File: config.mk
export PLATFORM = sky130hd
export DESIGN_NAME = stereo_audio_port
export DESIGN_NICKNAME = d
export VERILOG_FILES = /design/src/rtl/stereo_audio_port.sv
export SDC_FILE = /design/constraint.sdc
export NUM_CORES = 2
export LEC_CHECK = 0
export ABC_AREA = 1
export ABC_CLOCK_PERIOD_IN_PS = 2900
export BUFFER_PORTS_ARGS = -buffer_cell sky130_fd_sc_hd__buf_2
export CAP_MARGIN = 30
export CELL_PAD_IN_SITES_DETAIL_PLACEMENT = 1
export CELL_PAD_IN_SITES_GLOBAL_PLACEMENT = 1
export CORE_MARGIN = 2
export CORE_UTILIZATION = 48
export CTS_CLUSTER_DIAMETER = 30
export DETAILED_ROUTE_END_ITERATION = 10
export MAX_ROUTING_LAYER = met4
export PLACE_DENSITY_LB_ADDON = 0.1
export RECOVER_POWER = 50
export SYNTH_ARGS = -nofsm -noshare
export SYNTH_HDL_FRONTEND = slang
export SYNTH_SLANG_ARGS = --single-unit
File: constraint.sdc
create_clock -name clk -period 2.9 [get_ports clk]
set_clock_uncertainty 0.2 [all_clocks]
set_input_delay 0 -clock clk [delete_from_list [all_inputs] [get_ports clk]]
set_output_delay 0 -clock clk [all_outputs]
set_load 0.02 [all_outputs]
File: src/rtl/stereo_audio_port.sv
module stereo_audio_port #(
  parameter int NTX     = 5,
  parameter int NRX     = 4,
  parameter int SW      = 24,
  parameter int SLOT    = 32,
  parameter int DIV     = 4,
  parameter int NM      = 2,
  parameter int AW      = 6,
  parameter int TX_BASE = 8,
  parameter int RX_BASE = 32
) (
  input  logic              clk,
  input  logic              rst_n,
  input  logic [NM-1:0]     hreq,
  input  logic [NM-1:0]     hwe,
  input  logic [NM*AW-1:0]  haddr,
  input  logic [NM*32-1:0]  hwdata,
  output logic [NM-1:0]     hgnt,
  output logic [NM-1:0]     hrvalid,
  output logic [31:0]       hrdata,
  output logic              tx_irq,
  output logic              rx_irq,
  input  logic              sck_i,
  input  logic              ws_i,
  output logic              sck_o,
  output logic              ws_o,
  output logic              clk_oe,
  output logic [NTX-1:0]    tx_sd,
  input  logic [NRX-1:0]    rx_sd
);
  localparam int BCW = $clog2(2 * SLOT);
  localparam int DCW = (DIV > 1) ? $clog2(DIV) : 1;
  localparam int SCW = $clog2(SW + 1);
  localparam logic [AW-1:0] A_CTRL = AW'(0);
  localparam logic [AW-1:0] A_STAT = AW'(1);
  localparam logic [AW-1:0] A_TXLAST = AW'(TX_BASE + 2 * NTX - 1);
  localparam logic [AW-1:0] A_RXLAST = AW'(RX_BASE + 2 * NRX - 1);

  // host arbitration: lowest index wins
  logic [AW-1:0] a;
  logic [31:0]   wd;
  logic          we_sel;
  always_comb begin
    hgnt = '0;
    for (int m = NM - 1; m >= 0; m--)
      if (hreq[m]) begin
        hgnt    = '0;
        hgnt[m] = 1'b1;
      end
    a = '0; wd = '0; we_sel = 1'b0;
    for (int m = 0; m < NM; m++)
      if (hgnt[m]) begin
        a      = haddr[m*AW +: AW];
        wd     = hwdata[m*32 +: 32];
        we_sel = hwe[m];
      end
  end
  wire acc   = |hreq;
  wire wr    = acc & we_sel;
  wire rd    = acc & ~we_sel;
  wire st_rd = rd && a == A_STAT;

  logic [4:0] ctrl;
  wire tx_en = ctrl[0], rx_en = ctrl[1], master = ctrl[2];

  logic [SW-1:0] txl [NTX];
  logic [SW-1:0] txr [NTX];
  logic [SW-1:0] txh [NTX];
  logic [SW-1:0] txs [NTX];
  logic [SW-1:0] rxl [NRX];
  logic [SW-1:0] rxr [NRX];
  logic [SW-1:0] rxh [NRX];
  logic [SW-1:0] rxs [NRX];
  logic tx_req, rx_rdy, tx_ur, rx_ov;

  always_ff @(posedge clk or negedge rst_n)
    if (!rst_n) begin
      ctrl <= '0;
      for (int i = 0; i < NTX; i++) begin txl[i] <= '0; txr[i] <= '0; end
    end else if (wr) begin
      if (a == A_CTRL) ctrl <= wd[4:0];
      for (int i = 0; i < NTX; i++) begin
        if (a == AW'(TX_BASE + 2 * i))     txl[i] <= wd[SW-1:0];
        if (a == AW'(TX_BASE + 2 * i + 1)) txr[i] <= wd[SW-1:0];
      end
    end

  logic [31:0] rdv;
  always_comb begin
    rdv = '0;
    if (a == A_CTRL) rdv = {27'd0, ctrl};
    if (a == A_STAT) rdv = {28'd0, rx_ov, tx_ur, rx_rdy, tx_req};
    for (int i = 0; i < NTX; i++) begin
      if (a == AW'(TX_BASE + 2 * i))     rdv = 32'(txl[i]);
      if (a == AW'(TX_BASE + 2 * i + 1)) rdv = 32'(txr[i]);
    end
    for (int j = 0; j < NRX; j++) begin
      if (a == AW'(RX_BASE + 2 * j))     rdv = 32'(rxl[j]);
      if (a == AW'(RX_BASE + 2 * j + 1)) rdv = 32'(rxr[j]);
    end
  end

  always_ff @(posedge clk or negedge rst_n)
    if (!rst_n) begin
      hrdata  <= '0;
      hrvalid <= '0;
    end else begin
      hrvalid <= hgnt & ~hwe;
      if (rd) hrdata <= rdv;
    end

  // clock front end: synchronised inputs or internal divider
  logic [1:0]     sck_s, ws_s;
  logic [NRX-1:0] rx_s1, rx_s2;
  logic [DCW-1:0] dcnt;
  logic           bck, sck_q;
  logic [BCW-1:0] bcnt;
  wire ws_int = bcnt >= BCW'(SLOT);

  always_ff @(posedge clk or negedge rst_n)
    if (!rst_n) begin
      sck_s <= '0; ws_s <= '0; rx_s1 <= '0; rx_s2 <= '0;
      dcnt <= '0; bck <= 1'b0; bcnt <= '0; sck_q <= 1'b0;
    end else begin
      sck_s <= {sck_s[0], sck_i};
      ws_s  <= {ws_s[0], ws_i};
      rx_s1 <= rx_sd;
      rx_s2 <= rx_s1;
      sck_q <= sck_c;
      if (!master) begin
        dcnt <= '0; bck <= 1'b0; bcnt <= '0;
      end else if (dcnt == DCW'(DIV - 1)) begin
        dcnt <= '0;
        bck  <= ~bck;
        if (bck) bcnt <= (bcnt == BCW'(2 * SLOT - 1)) ? '0 : bcnt + 1'b1;
      end else dcnt <= dcnt + 1'b1;
    end

  logic sck_c, ws_c;
  assign sck_c  = master ? bck : sck_s[1];
  assign ws_c   = master ? ws_int : ws_s[1];
  assign sck_o  = bck;
  assign ws_o   = ws_int;
  assign clk_oe = master;
  wire fall = sck_q & ~sck_c;
  wire rise = ~sck_q & sck_c;

  // serial engine
  logic           wsd, chg, ch;
  logic [SCW-1:0] rcnt;
  wire pair_ld = fall & chg & ~ws_c & tx_en;
  wire last_rx = rise && rcnt == SCW'(SW - 1);
  wire pair_dn = last_rx & ch & rx_en;

  always_ff @(posedge clk or negedge rst_n)
    if (!rst_n) begin
      wsd <= 1'b1; chg <= 1'b0; ch <= 1'b0; rcnt <= SCW'(SW);
      for (int i = 0; i < NTX; i++) begin txh[i] <= '0; txs[i] <= '0; end
      for (int j = 0; j < NRX; j++) begin
        rxl[j] <= '0; rxr[j] <= '0; rxh[j] <= '0; rxs[j] <= '0;
      end
    end else if (fall) begin
      wsd <= ws_c;
      chg <= ws_c != wsd;
      if (chg) begin
        rcnt <= '0;
        ch   <= ws_c;
        for (int i = 0; i < NTX; i++)
          if (!tx_en) txs[i] <= '0;
          else if (!ws_c) begin txs[i] <= txl[i]; txh[i] <= txr[i]; end
          else txs[i] <= txh[i];
      end else
        for (int i = 0; i < NTX; i++) txs[i] <= txs[i] << 1;
    end else if (rise && rcnt < SCW'(SW)) begin
      rcnt <= rcnt + 1'b1;
      for (int j = 0; j < NRX; j++) begin
        rxs[j] <= {rxs[j][SW-2:0], rx_s2[j]};
        if (last_rx && rx_en) begin
          if (!ch) rxh[j] <= {rxs[j][SW-2:0], rx_s2[j]};
          else begin
            rxl[j] <= rxh[j];
            rxr[j] <= {rxs[j][SW-2:0], rx_s2[j]};
          end
        end
      end
    end

  always_comb
    for (int i = 0; i < NTX; i++) tx_sd[i] = txs[i][SW-1];

  always_ff @(posedge clk or negedge rst_n)
    if (!rst_n) begin
      tx_req <= 1'b1; rx_rdy <= 1'b0; tx_ur <= 1'b0; rx_ov <= 1'b0;
    end else begin
      tx_req <= pair_ld | (tx_req & ~(wr && a == A_TXLAST));
      tx_ur  <= (pair_ld & tx_req) | (tx_ur & ~st_rd);
      rx_rdy <= pair_dn | (rx_rdy & ~(rd && a == A_RXLAST));
      rx_ov  <= (pair_dn & rx_rdy) | (rx_ov & ~st_rd);
    end

  assign tx_irq = ctrl[3] & tx_req;
  assign rx_irq = ctrl[4] & rx_rdy;

  AST_RVALID_ONEHOT: assert property (@(posedge clk) disable iff (!rst_n) $onehot0(hrvalid));
  AST_TX_HOLD: assert property (@(posedge clk) disable iff (!rst_n) !fall |=> $stable(tx_sd));
  AST_UR_NEEDS_REQ: assert property (@(posedge clk) disable iff (!rst_n) $rose(tx_ur) |-> $past(tx_req));
  AST_RDY_ON_RISE: assert property (@(posedge clk) disable iff (!rst_n) $rose(rx_rdy) |-> $past(rise));
  AST_OV_STICKY: assert property (@(posedge clk) disable iff (!rst_n) rx_ov && !st_rd |=> rx_ov);
  AST_WS_ON_FALL: assert property (@(posedge clk) disable iff (!rst_n) master && $changed(ws_o) |-> $fell(sck_o));
endmodule

# After elaboration in Yosys (flattened, before gate mapping)
# Index checks and enable logic that the tools add are counted.
# classes
add_sub_neg	3
n_lt_le_gt_ge	2
n_eq_ne	26
muxes	52
bitwise_logic	33
n_reduce_logical	27
# op_table
operator	n
$mux W32	19
$mux W24	12
$mux W120	1
$eq A6 B6 Y1 const B	9
$eq A6 B4 Y1 const B	8
$mux W6	6
$reduce_and A2 Y1	15
$mux W5	4
$and A1 B1 Y1	17
$eq A6 B5 Y1 const B	2
$reduce_and A4 Y1	3
$not A1 Y1	10
$mux W2	4
$add A6 B1 Y6 const B	1
$eq A6 B1 Y1 const B	1
$ge A6 B6 Y1 const B	1
$logic_and A1 B1 Y1	6
$logic_not A6 Y1	1
$mux W1	6
$ne A2 B1 Y1 const B	3
$add A5 B1 Y5 const B	1
$eq A5 B5 Y1 const B	1
$lt A5 B5 Y1 const B	1
$or A1 B1 Y1	4
other kinds (7)	7
# totals
regBits	933
inputBits	88
elab_cells	198

# Depth between registers and ports, before layout
# depth
word_depth	25
mapped_depth	20

# Least setup slack after synthesis
# OpenSTA, ideal clock, no wires.
# synth_timing
kind	reg-to-reg
from	reg ctrl[2]
to	reg txh[108] in the netlist's numbering
setup_ns	0.131
t_arrival_ns	1.944
setup_slack_ns	0.625
path_stages_with_launch	13
period_less_slack_ns	2.275
cell_sequence	dfrtp_1 -> inv_2 -> nand2_1 -> nand2_1 -> nor2_4 -> inv_2 -> nor2_4 -> nand2_1 -> buf_2 -> buf_2 -> clkbuf_1 -> nand2_1 -> o21ai_0
# synth_via
elab_chain_len	4
word_cells_on_any_way	6
# synth_rtl
element	line_no	text
start, declared	63	logic [4:0] ctrl;
start signal, assigned	81	if (a == A_CTRL) ctrl <= wd[4:0];
$mux W1	140	assign sck_c = master ? bck : sck_s[1];
via sck_c	139	logic sck_c, ws_c;
$not A1 Y1	145	wire fall = sck_q & ~sck_c;
$and A1 B1 Y1	145	
$reduce_and A4 Y1 (no line)	-	
end signal, assigned by index	170	else if (!ws_c) begin txs[i] <= txl[i]; txh[i] <= txr[i]; end
end, declared	68	logic [SW-1:0] txh [NTX];
# The timed path passes the listed nets, and every way through them passes these cells.
# A chain may end at the register's enable or synchronous reset.

# Final worst setup path
# layout_timing
from	in hreq[0]
to	reg txr[1] in the netlist's numbering
# layout_via
elab_chain_len	5
word_cells_on_any_way	11
# layout_rtl
element	line_no	text
start, declared	14	input logic [NM-1:0] hreq,
$mux W2	46	if (hreq[m]) begin
$mux W6 / $mux W1 (equally long branches) (2 in series)	52	if (hgnt[m]) begin
$eq A6 B5 Y1 / $and A1 B1 Y1 (equally long branches)	84, 59	
$reduce_and A2 Y1 (no line)	-	
end signal, assigned by index	84	if (a == AW'(TX_BASE + 2 * i + 1)) txr[i] <= wd[SW-1:0];
end, declared	67	logic [SW-1:0] txr [NTX];
# Parallel ways exist; a longest one is shown, timed or not.

==> metrics.md <==
| Metric | Value |
|---|---|
| Kind of critical path | `input port to flip-flop` |
| Pwr Density | `942.9 nW/um^2` |
| Crit path buf inv count | `7` |
| Register area share after synthesis | `0.5811` |
| Crit-path cells | `buf_2 > inv_4 > nand2_4 > dlygate4sd3_1 > nand2_1 > nand2_2 > nor2_4 > nand2_2 > inv_2 > nand2_4 > buf_4 > nor2_4 > nand2_1 > dlygate4sd3_1 > o21ai_0 > dlygate4sd3_1` |
| Final GP Congestion | `0.8838` |
| Most common cell after layout, fill and taps aside | `nand2_1` |
| Slew headroom | `0.3363` |
| Synthesized area | `39,840 um^2` |
| Req. time, crit path | `3.41 ns` |
| CP max stage cell | `dlygate4sd3_1` |
| Synth cell types | `46` |
| Clock tree buffer depth | `3` |
| Final Max Slew Viols | `0` |
| Synth Instances | `4,563` |
| CP endpoint kind | `flip-flop` |
| Post-Synthesis Mean Instance Area | `8.732 um^2` |
| Routed wire length | `147,900 um` |
| Share of layout cells above drive strength 1 | `0.1376` |
| TritonCTS clock tree | `yes` |
| Worst path arrival time | `3.28 ns` |
| Min Tclk post-route | `2.775 ns` |
| RSZ-0062 raised after global routing | `true` |
| Die area | `85,330 um^2` |
| H-tree Lvls | `4` |
| Max-cap violations | `0` |
| LEAKAGE | `0.02355 uW` |
| Io pins | `134` |
| Met3 WL | `7908 um` |
| Fill cells | `between 9,000 and 10,000` |
| Worst vdd ir | `0.0006460 V` |
| Die width | `between 200 and 300 um` |
| # DRC | `0` |
| Synth warnings | `0` |
| Asr flop ratio synth | `1.000` |
| Most frequent cells in the layout | `1,303 x nand2_1, 921 x dfrtp_1, 742 x o21ai_0, 361 x inv_1, 245 x a21oi_1` |
| Starting Density | `0.4853` |
| Max Used Layer | `met4` |
| Final Hold Fails | `0` |
| ANT nets after route | `0` |
| Most common flop cell mapped by yosys | `dfrtp_1` |
| TritonCTS Buffers | `just under 200` |
| Finish-stage setup viols | `0` |
| Worst-Margin Slew | `0.9955 ns` |
| Skew-Pair Late Insertion Delay | `0.79 ns` |
| Status | `finished, final reports clean` |
| Port Buffers | `between 100 and 150` |
| Core Util, Final | `0.6121` |
| Pwr Total | `47,390 uW` |
| Clock-pin slew on the worst setup and hold paths | `0.05 ns` |
| Crit-path most repeated cell | `dlygate4sd3_1` |
| Nets@finish | `4,895` |
| Initial antenna violation count | `2` |
| Highest Clock Rate | `360.4 MHz` |
| CTS sink cnt | `about 930` |
| Row count | `105` |
| Post-synth EDFFs | `0` |
| Setup_tns | `0 ns` |
| Routed WL per cell | `24.48 um` |
| Crit-path leading delay family | `buffers and inverters` |
| Largest net degree at the start of global routing | `193` |
| Number of global-route vias before repair | `37,980` |
| Met2 WL | `73,320 um` |
| Number of detailed-route iterations in the first pass | `5` |
| CP Max Fanout | `10` |
| Final period utilization | `0.9569` |
| Post-DP HPWL | `88,190 um` |
| DR iter-0 viols | `2,663` |
| Register bit count reported by yosys | `roughly 930` |
| GRT Overall Usage | `0.3619` |
| First-pass GRT wire length | `230,200 um` |
| Via density | `5.814` |
| Die Ht | `292.1 um` |
| Vias post-DR | `35,140` |
| Clock Tree Root | `clkbuf_16` |
| M1 WL | `59,550 um` |
| Critical path's largest stage delay | `0.59 ns` |
| Grt total ovfl | `0` |
| Worst min-delay path class | `input port to flip-flop` |
| Core Area | `slightly above 80,000 um^2` |
| Layout area overhead | `26.14%` |
| Worst Setup Start Kind | `input port` |
-- where the power goes --
part,total (uW),internal (uW),switching [uW]
clock network,23600,15900,7740
registers,16900,15200,1630
logic,6920,2310,4610
total,47400,33400,14000
-- path summary, 6_finish.rpt --
path                                from        to  slack (ns)  cells after the start
min in group asynchronous          rst_n   txl[99]        0.40                      4
worst min-delay path             hreq[0]    tx_req        0.05                      7
max in group asynchronous          rst_n   txr[13]        1.29                      6
worst min register to register  rx_s1[0]  rx_s2[0]        0.15                      0
worst max register to register   ctrl[2]   txs[86]        0.33                      6
worst max-delay path             hreq[0]    txr[1]        0.12                     16
-- registers in the layout (all words and copies together) (netlist names), 5 cells and up --
signal / count
txh: 120
txl: 120
txr: 120
txs: 115
rxh: 96
rxl: 96
rxr: 96
rxs: 92
hrdata: 24
bcnt: 6
ctrl: 5
rcnt: 5
tx_sd: 5
-- synth_stat cells, types with 5 or more instances --
cell type  count  area (um^2)
buf_1         17        63.81
a22oi_1       21        157.7
a21oi_1      245         1226
mux2_2        26        292.8
o21bai_1      11        82.58
a2bb2oi_1     85        744.5
or2_2          6        37.54
nand3_1       45        225.2
inv_1        363         1363
buf_4         22        165.2
nand2_2        8        50.05
nor2_1       243        912.1
buf_2         35        175.2
o22a_1        15        131.4
o21ai_1       29        145.1
o21ai_0      742         3714
nor3_1        10        50.05
nand3_2        5        50.05
nor2_4         9        101.4
nand2_1     1306         4902
o211ai_1       8        60.06
nor2_2         5        31.28
a22o_1        32        280.3
clkbuf_1     217        814.5
inv_2         11        41.29
dfrtp_1      921        23050
o22ai_1       14        87.58
nand4_1       75        469.2
-- worst min-delay path: cells and delay by family --
family / cells / cell delay [ns]
and+or+nand+nor: 1 / 0.06
buffers and inverters: 4 / 0.64
AOI/OAI and AO/OA: 2 / 0.27
-- metrics by stage --
step                std cells  setup WS (ns)  cell area [um^2]  hold WS (ns)
floorplan                4570         0.6252             39870       -0.4956
global placement         5578        0.08384             42230       -0.1683
detailed placement       5578        0.02447             42230       -0.1724
CTS                      6035        0.02645             50200       0.01584
global route             6041       -0.04469             50250       0.07266
finish                   6043         0.1250             50260       0.04923
-- final cells by class --
type	count	area (um^2)	area share
antenna	3	7.507	0.0001494
clock buffer	239	5295	0.1054
clock inverter	123	1705	0.03393
inverter	379	1435	0.02855
multi-input combinational	2972	14120	0.2810
sequential	925	23150	0.4607
tap	1070	1339	0.02664
timing repair buffer	332	3202	0.06371
-- logic make-up after synthesis --
family / synth area share
simple gates: 0.1753
compound gates: 0.1673
flops: 0.5811
buf+inv: 0.06720
mux: 0.007348
fa+ha+maj: 0.001256
xor+xnor: 0.0004397
other cells: 0.00009412
-- repair_timing --
item | CTS | global route
endpoints found under the setup margin | 0 | 4
buffers inserted | 0 | 6
hold endpoints to repair | 1172 | 0
hold buffers | 95 | 0
resized for setup | 0 | 5
-- per-layer routing --
| metal | track usage | up-vias |
|---|---|---|
| met2 | 0.5956 | 1242 |
| li1 | - | 15430 |
| met1 | 0.4391 | 18070 |
| met3 | 0.05442 | 396 |
| met4 | 0.1726 | 0 |
| met5 | - | - |
Power figures use the tool's default switching activity.
